<file path="config.mk">
export PLATFORM = sky130hd
export DESIGN_NAME = cmd_packet_tx
export DESIGN_NICKNAME = d
export VERILOG_FILES = /design/src/rtl/cmdtx_pkg.sv /design/src/rtl/cmdtx_timer.sv /design/src/rtl/cmdtx_fold.sv /design/src/rtl/cmd_packet_tx.sv
export SDC_FILE = /design/constraint.sdc
export NUM_CORES = 1
export LEC_CHECK = 0
export ABC_AREA = 1
export BUFFER_PORTS_ARGS = -buffer_cell sky130_fd_sc_hd__buf_2
export CAP_MARGIN = 20
export CORE_MARGIN = 4
export CORE_UTILIZATION = 24
export DETAILED_ROUTE_END_ITERATION = 8
export PLACE_DENSITY_LB_ADDON = 0.1
export SLEW_MARGIN = 10
export SYNTH_ARGS = -nofsm -noshare
export SYNTH_HDL_FRONTEND = slang
export SYNTH_HIERARCHICAL = 1
export SYNTH_SLANG_ARGS = --single-unit
</file>
<file path="constraint.sdc">
create_clock -name clk -period 2.81 [get_ports clk]
set_input_delay 0.843 -clock clk [delete_from_list [all_inputs] [get_ports clk]]
set_output_delay 0.843 -clock clk [all_outputs]
set_load 0.02 [all_outputs]
</file>
<file path="src/rtl/cmdtx_pkg.sv">
package cmdtx_pkg;
  typedef enum logic [2:0] {
    ST_IDLE,
    ST_CTS,
    ST_PRE,
    ST_SETTLE,
    ST_DRAIN,
    ST_GUARD
  } cmdtx_state_t;
endpackage

</file>
<file path="src/rtl/cmdtx_timer.sv">
module cmdtx_timer #(
  parameter int W = 8
) (
  input  logic         clk,
  input  logic         rst,
  input  logic         load,
  input  logic [W-1:0] value,
  input  logic         tick,
  output logic         expired
);
  logic [W-1:0] count;

  always_ff @(posedge clk) begin
    if (rst)
      count <= '0;
    else if (load)
      count <= value;
    else if (tick && count != '0)
      count <= count - 1'b1;
  end

  assign expired = (count == '0);
endmodule

</file>
<file path="src/rtl/cmdtx_fold.sv">
module cmdtx_fold (
  input  logic [7:0] acc,
  output logic [7:0] chk
);
  always_comb begin
    chk = acc;
    if (acc[7])
      chk = acc ^ 8'hC0;
  end
endmodule

</file>
<file path="src/rtl/cmd_packet_tx.sv">
module cmd_packet_tx #(
  parameter int MAX_LEN      = 8,
  parameter int CLK_HZ       = 100_000_000,
  parameter int GUARD_US     = 1500,
  parameter int CTS_WAIT_CYC = 100_000,
  localparam int LW = $clog2(MAX_LEN + 1)
) (
  input  logic               clk,
  input  logic               rst,
  input  logic               start,
  input  logic [LW-1:0]      len,
  input  logic [MAX_LEN*8-1:0] payload,
  input  logic               cts,
  input  logic               tx_empty,
  input  logic               rx_avail,
  output logic               rts,
  output logic               tx_wr,
  output logic [7:0]         tx_data,
  output logic               busy,
  output logic               done,
  output logic               rejected,
  output logic               timeout_err,
  output logic               rx_irq
);
  import cmdtx_pkg::*;

  localparam int GUARD_CYC = (CLK_HZ / 1_000_000) * GUARD_US;
  localparam int MAXC      = (GUARD_CYC > CTS_WAIT_CYC) ? GUARD_CYC : CTS_WAIT_CYC;
  localparam int TW        = $clog2(MAXC + 1);
  localparam int DEPTH     = 1 << LW;

  cmdtx_state_t state;
  logic [7:0]    pl_q [DEPTH];
  logic [LW-1:0] len_q;
  logic [LW-1:0] idx;
  logic [7:0]    acc;
  logic [7:0]    chk;

  logic          len_ok;
  logic          accept;
  logic          last_byte;
  logic          tmr_load;
  logic [TW-1:0] tmr_value;
  logic          tmr_tick;
  logic          tmr_expired;

  assign len_ok    = (len != '0) && (len <= LW'(MAX_LEN));
  assign accept    = (state == ST_IDLE) && start && len_ok;
  assign last_byte = (idx == len_q);

  always_comb begin
    tmr_load  = 1'b0;
    tmr_value = TW'(CTS_WAIT_CYC - 1);
    if (accept) begin
      tmr_load = 1'b1;
    end else if (state == ST_DRAIN && tx_empty && last_byte) begin
      tmr_load  = 1'b1;
      tmr_value = TW'(GUARD_CYC - 1);
    end
  end

  assign tmr_tick = (state == ST_CTS) || (state == ST_GUARD);

  cmdtx_timer #(.W(TW)) u_timer (
    .clk     (clk),
    .rst     (rst),
    .load    (tmr_load),
    .value   (tmr_value),
    .tick    (tmr_tick),
    .expired (tmr_expired)
  );

  cmdtx_fold u_fold (
    .acc (acc),
    .chk (chk)
  );

  always_ff @(posedge clk) begin
    if (rst) begin
      state       <= ST_IDLE;
      len_q       <= '0;
      idx         <= '0;
      acc         <= '0;
      rts         <= 1'b0;
      busy        <= 1'b0;
      tx_wr       <= 1'b0;
      tx_data     <= '0;
      done        <= 1'b0;
      rejected    <= 1'b0;
      timeout_err <= 1'b0;
      rx_irq      <= 1'b0;
      for (int i = 0; i < DEPTH; i++) pl_q[i] <= '0;
    end else begin
      tx_wr       <= 1'b0;
      done        <= 1'b0;
      timeout_err <= 1'b0;
      rejected    <= start && !accept;
      rx_irq      <= rx_avail && !rts && !start;

      case (state)
        ST_IDLE: begin
          if (accept) begin
            for (int i = 0; i < DEPTH; i++)
              pl_q[i] <= (i < MAX_LEN) ? payload[(i % MAX_LEN)*8 +: 8] : 8'h00;
            len_q <= len;
            idx   <= '0;
            acc   <= '0;
            rts   <= 1'b1;
            busy  <= 1'b1;
            state <= ST_CTS;
          end
        end
        ST_CTS: begin
          if (cts) begin
            state <= ST_PRE;
          end else if (tmr_expired) begin
            rts         <= 1'b0;
            busy        <= 1'b0;
            timeout_err <= 1'b1;
            state       <= ST_IDLE;
          end
        end
        ST_PRE: begin
          if (tx_empty) begin
            tx_wr <= 1'b1;
            if (last_byte) begin
              tx_data <= chk;
            end else begin
              tx_data <= pl_q[idx];
              acc     <= acc ^ pl_q[idx];
            end
            state <= ST_SETTLE;
          end
        end
        ST_SETTLE: state <= ST_DRAIN;
        ST_DRAIN: begin
          if (tx_empty) begin
            if (last_byte) begin
              state <= ST_GUARD;
            end else begin
              idx   <= idx + 1'b1;
              state <= ST_PRE;
            end
          end
        end
        ST_GUARD: begin
          if (tmr_expired) begin
            rts   <= 1'b0;
            busy  <= 1'b0;
            done  <= 1'b1;
            state <= ST_IDLE;
          end
        end
        default: state <= ST_IDLE;
      endcase
    end
  end
endmodule

</file>
==> results of run 1 <==
-- cell usage after synthesis, drive strengths merged --
library cell and n:
or2 1, xor2 2, a21oi 43, ha 2, a31oi 2, nand3 54
o21ai 39, mux2i 1, xnor2 2, conb 3, nand3b 2, nand2 195
edfxtp 64, nand4 5, nor2 197, clkinv 2, o22ai 4, buf 24
clkbuf 12, nor4 1, nor3 3, inv 146, dfxtp 55, a21boi 2
-- worst register-to-register path: stages, from the launching register on --
cell and delay [ps]:
dfxtp_1 370, nor2_1 220, nand2_1 170, inv_2 120, nand3_2 140, nor2_1 170, inv_1 90, nand2_1 80
clkinv_1 190, nand2_4 160, buf_4 220, o21ai_0 110, a21oi_1 150
-- where the power goes --
| group | internal, mW | switching, mW | leakage, nW |
|---|---|---|---|
| Combinational | 0.514 | 1.02 | 2.24 |
| Sequential | 2.02 | 0.130 | 1.13 |
| Clock | 1.33 | 0.898 | 0.285 |
| Total | 3.86 | 2.05 | 3.65 |
-- how the worst min path moves through the flow --
stage                                  startpoint  depth (start not counted)                            end
floorplan           u_timer/count[2]$_SDFFE_PP0P_                          2  u_timer/count[2]$_SDFFE_PP0P_
global placement              acc[1]$_SDFFE_PP0P_                          2            acc[1]$_SDFFE_PP0P_
detailed placement  u_timer/count[2]$_SDFFE_PP0P_                          2  u_timer/count[2]$_SDFFE_PP0P_
CTS                 u_timer/count[2]$_SDFFE_PP0P_                          2  u_timer/count[2]$_SDFFE_PP0P_
global route                len_q[1]$_SDFFE_PP0P_                          2          len_q[1]$_SDFFE_PP0P_
finish              u_timer/count[2]$_SDFFE_PP0P_                          2  u_timer/count[2]$_SDFFE_PP0P_
-- final cells by class --
type	instances	area, µm²
well taps	335	419
inverters	148	559
repair buffers	104	623
clock inverters	15	169
fillers	2865	18300
multi-input cells	563	2590
flip-flops and latches	119	3020
clock buffers	17	425
-- metal layers --
layer  vias up  routed length [µm]  part of all wire [%]  GRT usage, %
met1      2386                8620                    50          16.3
met5         -                   0                     0             0
met3        12                 570                   3.3          2.70
met2        76                7800                    45          19.9
met4         0                 266                   1.5          4.13
li1       2847                   -                     -             -
-- kinds of logic after synthesis --
group           Yosys count  share of synthesized area [%]
other cells               3                          0.177
flops                   119                           47.6
compound gates           90                           7.88
fa+ha+maj                 2                          0.394
xor+xnor                  4                          0.552
mux                       1                          0.158
simple gates            458                           31.0
buf+inv                 184                           12.2
-- per-stage QoR --
step	hold WS [ps]	instances	utilization (%)
floorplan	452	866	-
global route	516	1301	30.0
detailed placement	478	1269	27.7
CTS	486	1301	30.0
finish	486	1301	30.0
global placement	478	1269	27.7
-- flip-flops by register name, summed over array words and instances, names as in the netlist, named ones only --
name / cells
rx_irq: 1
acc: 8
rejected: 1
rts: 1
len_q: 4
u_timer/count: 18
timeout_err: 1
idx: 4
pl_q: 64
tx_data: 8
tx_wr: 1
done: 1
state: 3
==> flow_summary.ini, run 1 <==
[setup_path]
critPathCaptureType = register
worst_path_dominant_cell_family = simple AND/OR/NAND/NOR gates
critPathBufInv = 4
critPathSlowestCell = dfxtp_1
timing.rr.start = state[0]$_SDFFE_PP0P_
regToRegEndpoint = u_timer/count[2]$_SDFFE_PP0P_
crit_path_start = state[0]$_SDFFE_PP0P_
critical_path.startpoint_type = register
crit_chain = nor2_1, nand2_1, inv_2, nand3_2, nor2_1, inv_1, nand2_1, clkinv_1, nand2_4, buf_4, o21ai_0, a21oi_1
worst_ep_required_time_ps = 3150
critPathMaxFanout = 13
slowest_delay_ps = 370
crit_cells = 12
critPathKind = register to register
rr_worst_depth = 12
endpoint = u_timer/count[2]$_SDFFE_PP0P_
crit_arrival_ps = 2590
rrSetupSlack_ps = 560

[finish]
final_cell_mix = 186 x nor2_1, 184 x nand2_1, 139 x inv_1, 88 x buf_2, 64 x edfxtp_1
layout.nets = 1029
drive_gt1_share_pct = 18.8
final_common_cell = nor2_1
antenna_cells = 0
area.growth.synth_to_final_pct = 22.9
design_area_um2 = 7800

[global_routing]
grt_use_total_pct = 12.3
grt_overflow = 0
grt_pass1_vias = 5342
grt_max_degree = 51
antenna_found_initial = 0
grt_pass1_wl_mm = 27.9

[floorplan]
num_rows = 59
chipWidth_um = 171
die_y_um = 171
initial_core_util_pct = 24.4
placeableCoreArea_um2 = 26100
dieArea_um2 = 29100
boundaryPins = 89

[synthesis]
ys_ff_latch = 119
avgSynthCellArea_um2 = 7.38
syn_inst = 861
synth_cell_types = 40
synth_top_area_share_pct = 30.3
netlist_area_um2 = 6350
synth_top_area_cell = edfxtp_1
synth_area_leaders = edfxtp_1 30%, dfxtp_1 17%, nor2_1 11%
yosysSeqAreaShare_pct = 47.6
ys_warn_count = 6

[clocking]
cts_sinks = 119
numCtsBuffers = 17
clk_pin_slew_ps = 60
tritoncts = done
cts.path.max_buffers = 2
clkLatencyLatePin_ps = 420
cts_resized = 0
postCtsSetupBuffers = 0
postCtsHoldBufs = 0
cts_root_buf = clkbuf_16
htreeDepth = 4

[routing]
wl_per_cell_um = 13.3
via_per_inst = 4.09
vias = 5321
drc = 0
ant_nets = 0
first_pass_iters = 7
routed_wl_mm = 17.3
drtIter0Drc = 253

[timing]
max_freq_mhz = 445
period_needed_ps = 2250
fin_setup_tns_ps = 0
rsz0062_at_grt = no
maxSlewViolCount = 0
finalSetupViolCount = 0
maxSlewHeadroom_pct = 63.1
finalCritPeriodShare_pct = 80.0
clock_skew_ps = 13.2
hold_viol_final = 0
setup_ws_ps = 563
tightest_slew_ps = 553

[placement]
pre_cts_slack_ps = 340
placed_cell_area_um2 = 7210
portBuffers = 88
gp_congestion = 0.733
dp_hpwl_mm = 12.3

[power]
total_power_mw = 5.91
ir_drop_uv = 389
powerDensity_nw_per_um2 = 757
leakagePower_nw = 3.65

[min_path]
holdCritPathClass = register to register

[outcome]
outcome = finished, final reports clean

[job]
drv_cap = 0
No activity file was read; power rests on OpenSTA's default activity.
==> run 2, diff against run 1 <==
clock period = 2.3 ns   (was 2.81 ns; I/O delays follow)
==> flow_summary.ini, run 2 (synthesized netlist as in run 1, its figures left out) <==
[floorplan]
boundaryPins = 89
die_y_um = 171
dieArea_um2 = 29100
placeableCoreArea_um2 = 26100
chipWidth_um = 171
initial_core_util_pct = 24.4
num_rows = 59

[clocking]
clk_pin_slew_ps = 60
cts_root_buf = clkbuf_16
tritoncts = done
postCtsSetupBuffers = 0
htreeDepth = 4
cts_resized = 0
cts.path.max_buffers = 2
clkLatencyLatePin_ps = 410
cts_sinks = 119
postCtsHoldBufs = 0
numCtsBuffers = 17

[timing]
hold_viol_final = 0
finalSetupViolCount = 0
clock_skew_ps = 8.36
fin_setup_tns_ps = 0
max_freq_mhz = 497
rsz0062_at_grt = no
maxSlewHeadroom_pct = 63.0
period_needed_ps = 2010
maxSlewViolCount = 0
finalCritPeriodShare_pct = 87.5
tightest_slew_ps = 555
setup_ws_ps = 288

[power]
leakagePower_nw = 3.72
powerDensity_nw_per_um2 = 934
ir_drop_uv = 431

[global_routing]
grt_max_degree = 53
grt_pass1_wl_mm = 28.2
antenna_found_initial = 0
grt_overflow = 0
grt_pass1_vias = 5492
grt_use_total_pct = 12.4

[routing]
drtIter0Drc = 226
routed_wl_mm = 17.4
first_pass_iters = 4
vias = 5363
drc = 0
via_per_inst = 4.09
ant_nets = 0
wl_per_cell_um = 13.3

[finish]
drive_gt1_share_pct = 19.9
largest_reg_flops = 64
antenna_cells = 0
area.growth.synth_to_final_pct = 24.8
final_core_utilization_pct = 30.4
layout.nets = 1040
final_common_cell = nor2_1
final_cell_mix = 186 x nor2_1, 183 x nand2_1, 139 x inv_1, 88 x buf_2, 64 x edfxtp_1
top_register = pl_q
reg.largest.list = pl_q (64), u_timer/count (18)

[setup_path]
critPathCaptureType = register
crit_path_start = idx[1]$_SDFFE_PP0P_
critical_path.startpoint_type = register
timing.rr.start = idx[1]$_SDFFE_PP0P_
crit_arrival_ps = 2300
worst_ep_required_time_ps = 2590
critPathMaxFanout = 14
critPathKind = register to register

[placement]
gp_congestion = 0.770
portBuffers = 88
pre_cts_slack_ps = 46.1
dp_hpwl_mm = 12.5

[job]
drv_cap = 0

[outcome]
outcome = finished, final reports clean

[min_path]
holdCritStartpoint = start
holdCritPathClass = primary input to register
[run 2: where the power goes]
group	internal, mW	total, mW	switching [mW]	leakage [nW]
combinational	0.670	1.96	1.29	2.29
clock	1.82	2.84	1.02	0.298
sequential	2.47	2.61	0.135	1.13
[run 2: worst paths after layout]
kind                                          to  slack, ps  cells past startpoint
setup / recovery  u_timer/count[13]$_SDFFE_PP0P_        290                     14
hold / removal                 rx_irq$_SDFF_PP0_        460                      2
setup reg to reg  u_timer/count[13]$_SDFFE_PP0P_        290                     14
hold reg to reg              acc[0]$_SDFFE_PP0P_        480                      2
[run 2: metal layers]
metal | wire length [µm] | global-route usage (%) | vias to the layer above | part of all wire, %
met4 | 241 | 3.51 | 0 | 1.4
met3 | 501 | 3.12 | 14 | 2.9
met5 | 0 | 0 | - | 0
met2 | 8450 | 21.4 | 67 | 48
li1 | - | - | 2858 | -
met1 | 8240 | 15.3 | 2424 | 47
[run 2: worst max-delay path, stage by stage, from the launching register on]
cell and delay [ps]:
dfxtp_1 410, inv_1 60, nand2_1 50, nand2_1 40, nor2_1 200, nand3_2 110
nor2_1 150, inv_1 70, nand2_1 80, clkinv_1 100, buf_12 160, nand2_4 70
clkinv_2 180, nand2_1 140, a21oi_2 60
[run 2: final cells by class]
class                      count  area [µm²]
clock buffer                  17         425
clock inverter                15         200
fill                        2842       18100
inverter                     148         559
multi-input combinational    563        2580
sequential                   119        3020
tap                          335         419
timing repair buffer         115         718
[run 2: per-stage QoR]
step / power (mW) / cells / instance area, µm² / hold WS, ps
3_5_place_dp: 4.64 / 1280 / 7300 / 475
5_1_grt: 7.90 / 1312 / 7930 / 436
6_report: 7.40 / 1312 / 7930 / 460
4_1_cts: 7.54 / 1312 / 7920 / 435
2_1_floorplan: 4.05 / 866 / 6380 / 452
3_3_place_gp: 4.66 / 1280 / 7300 / 470
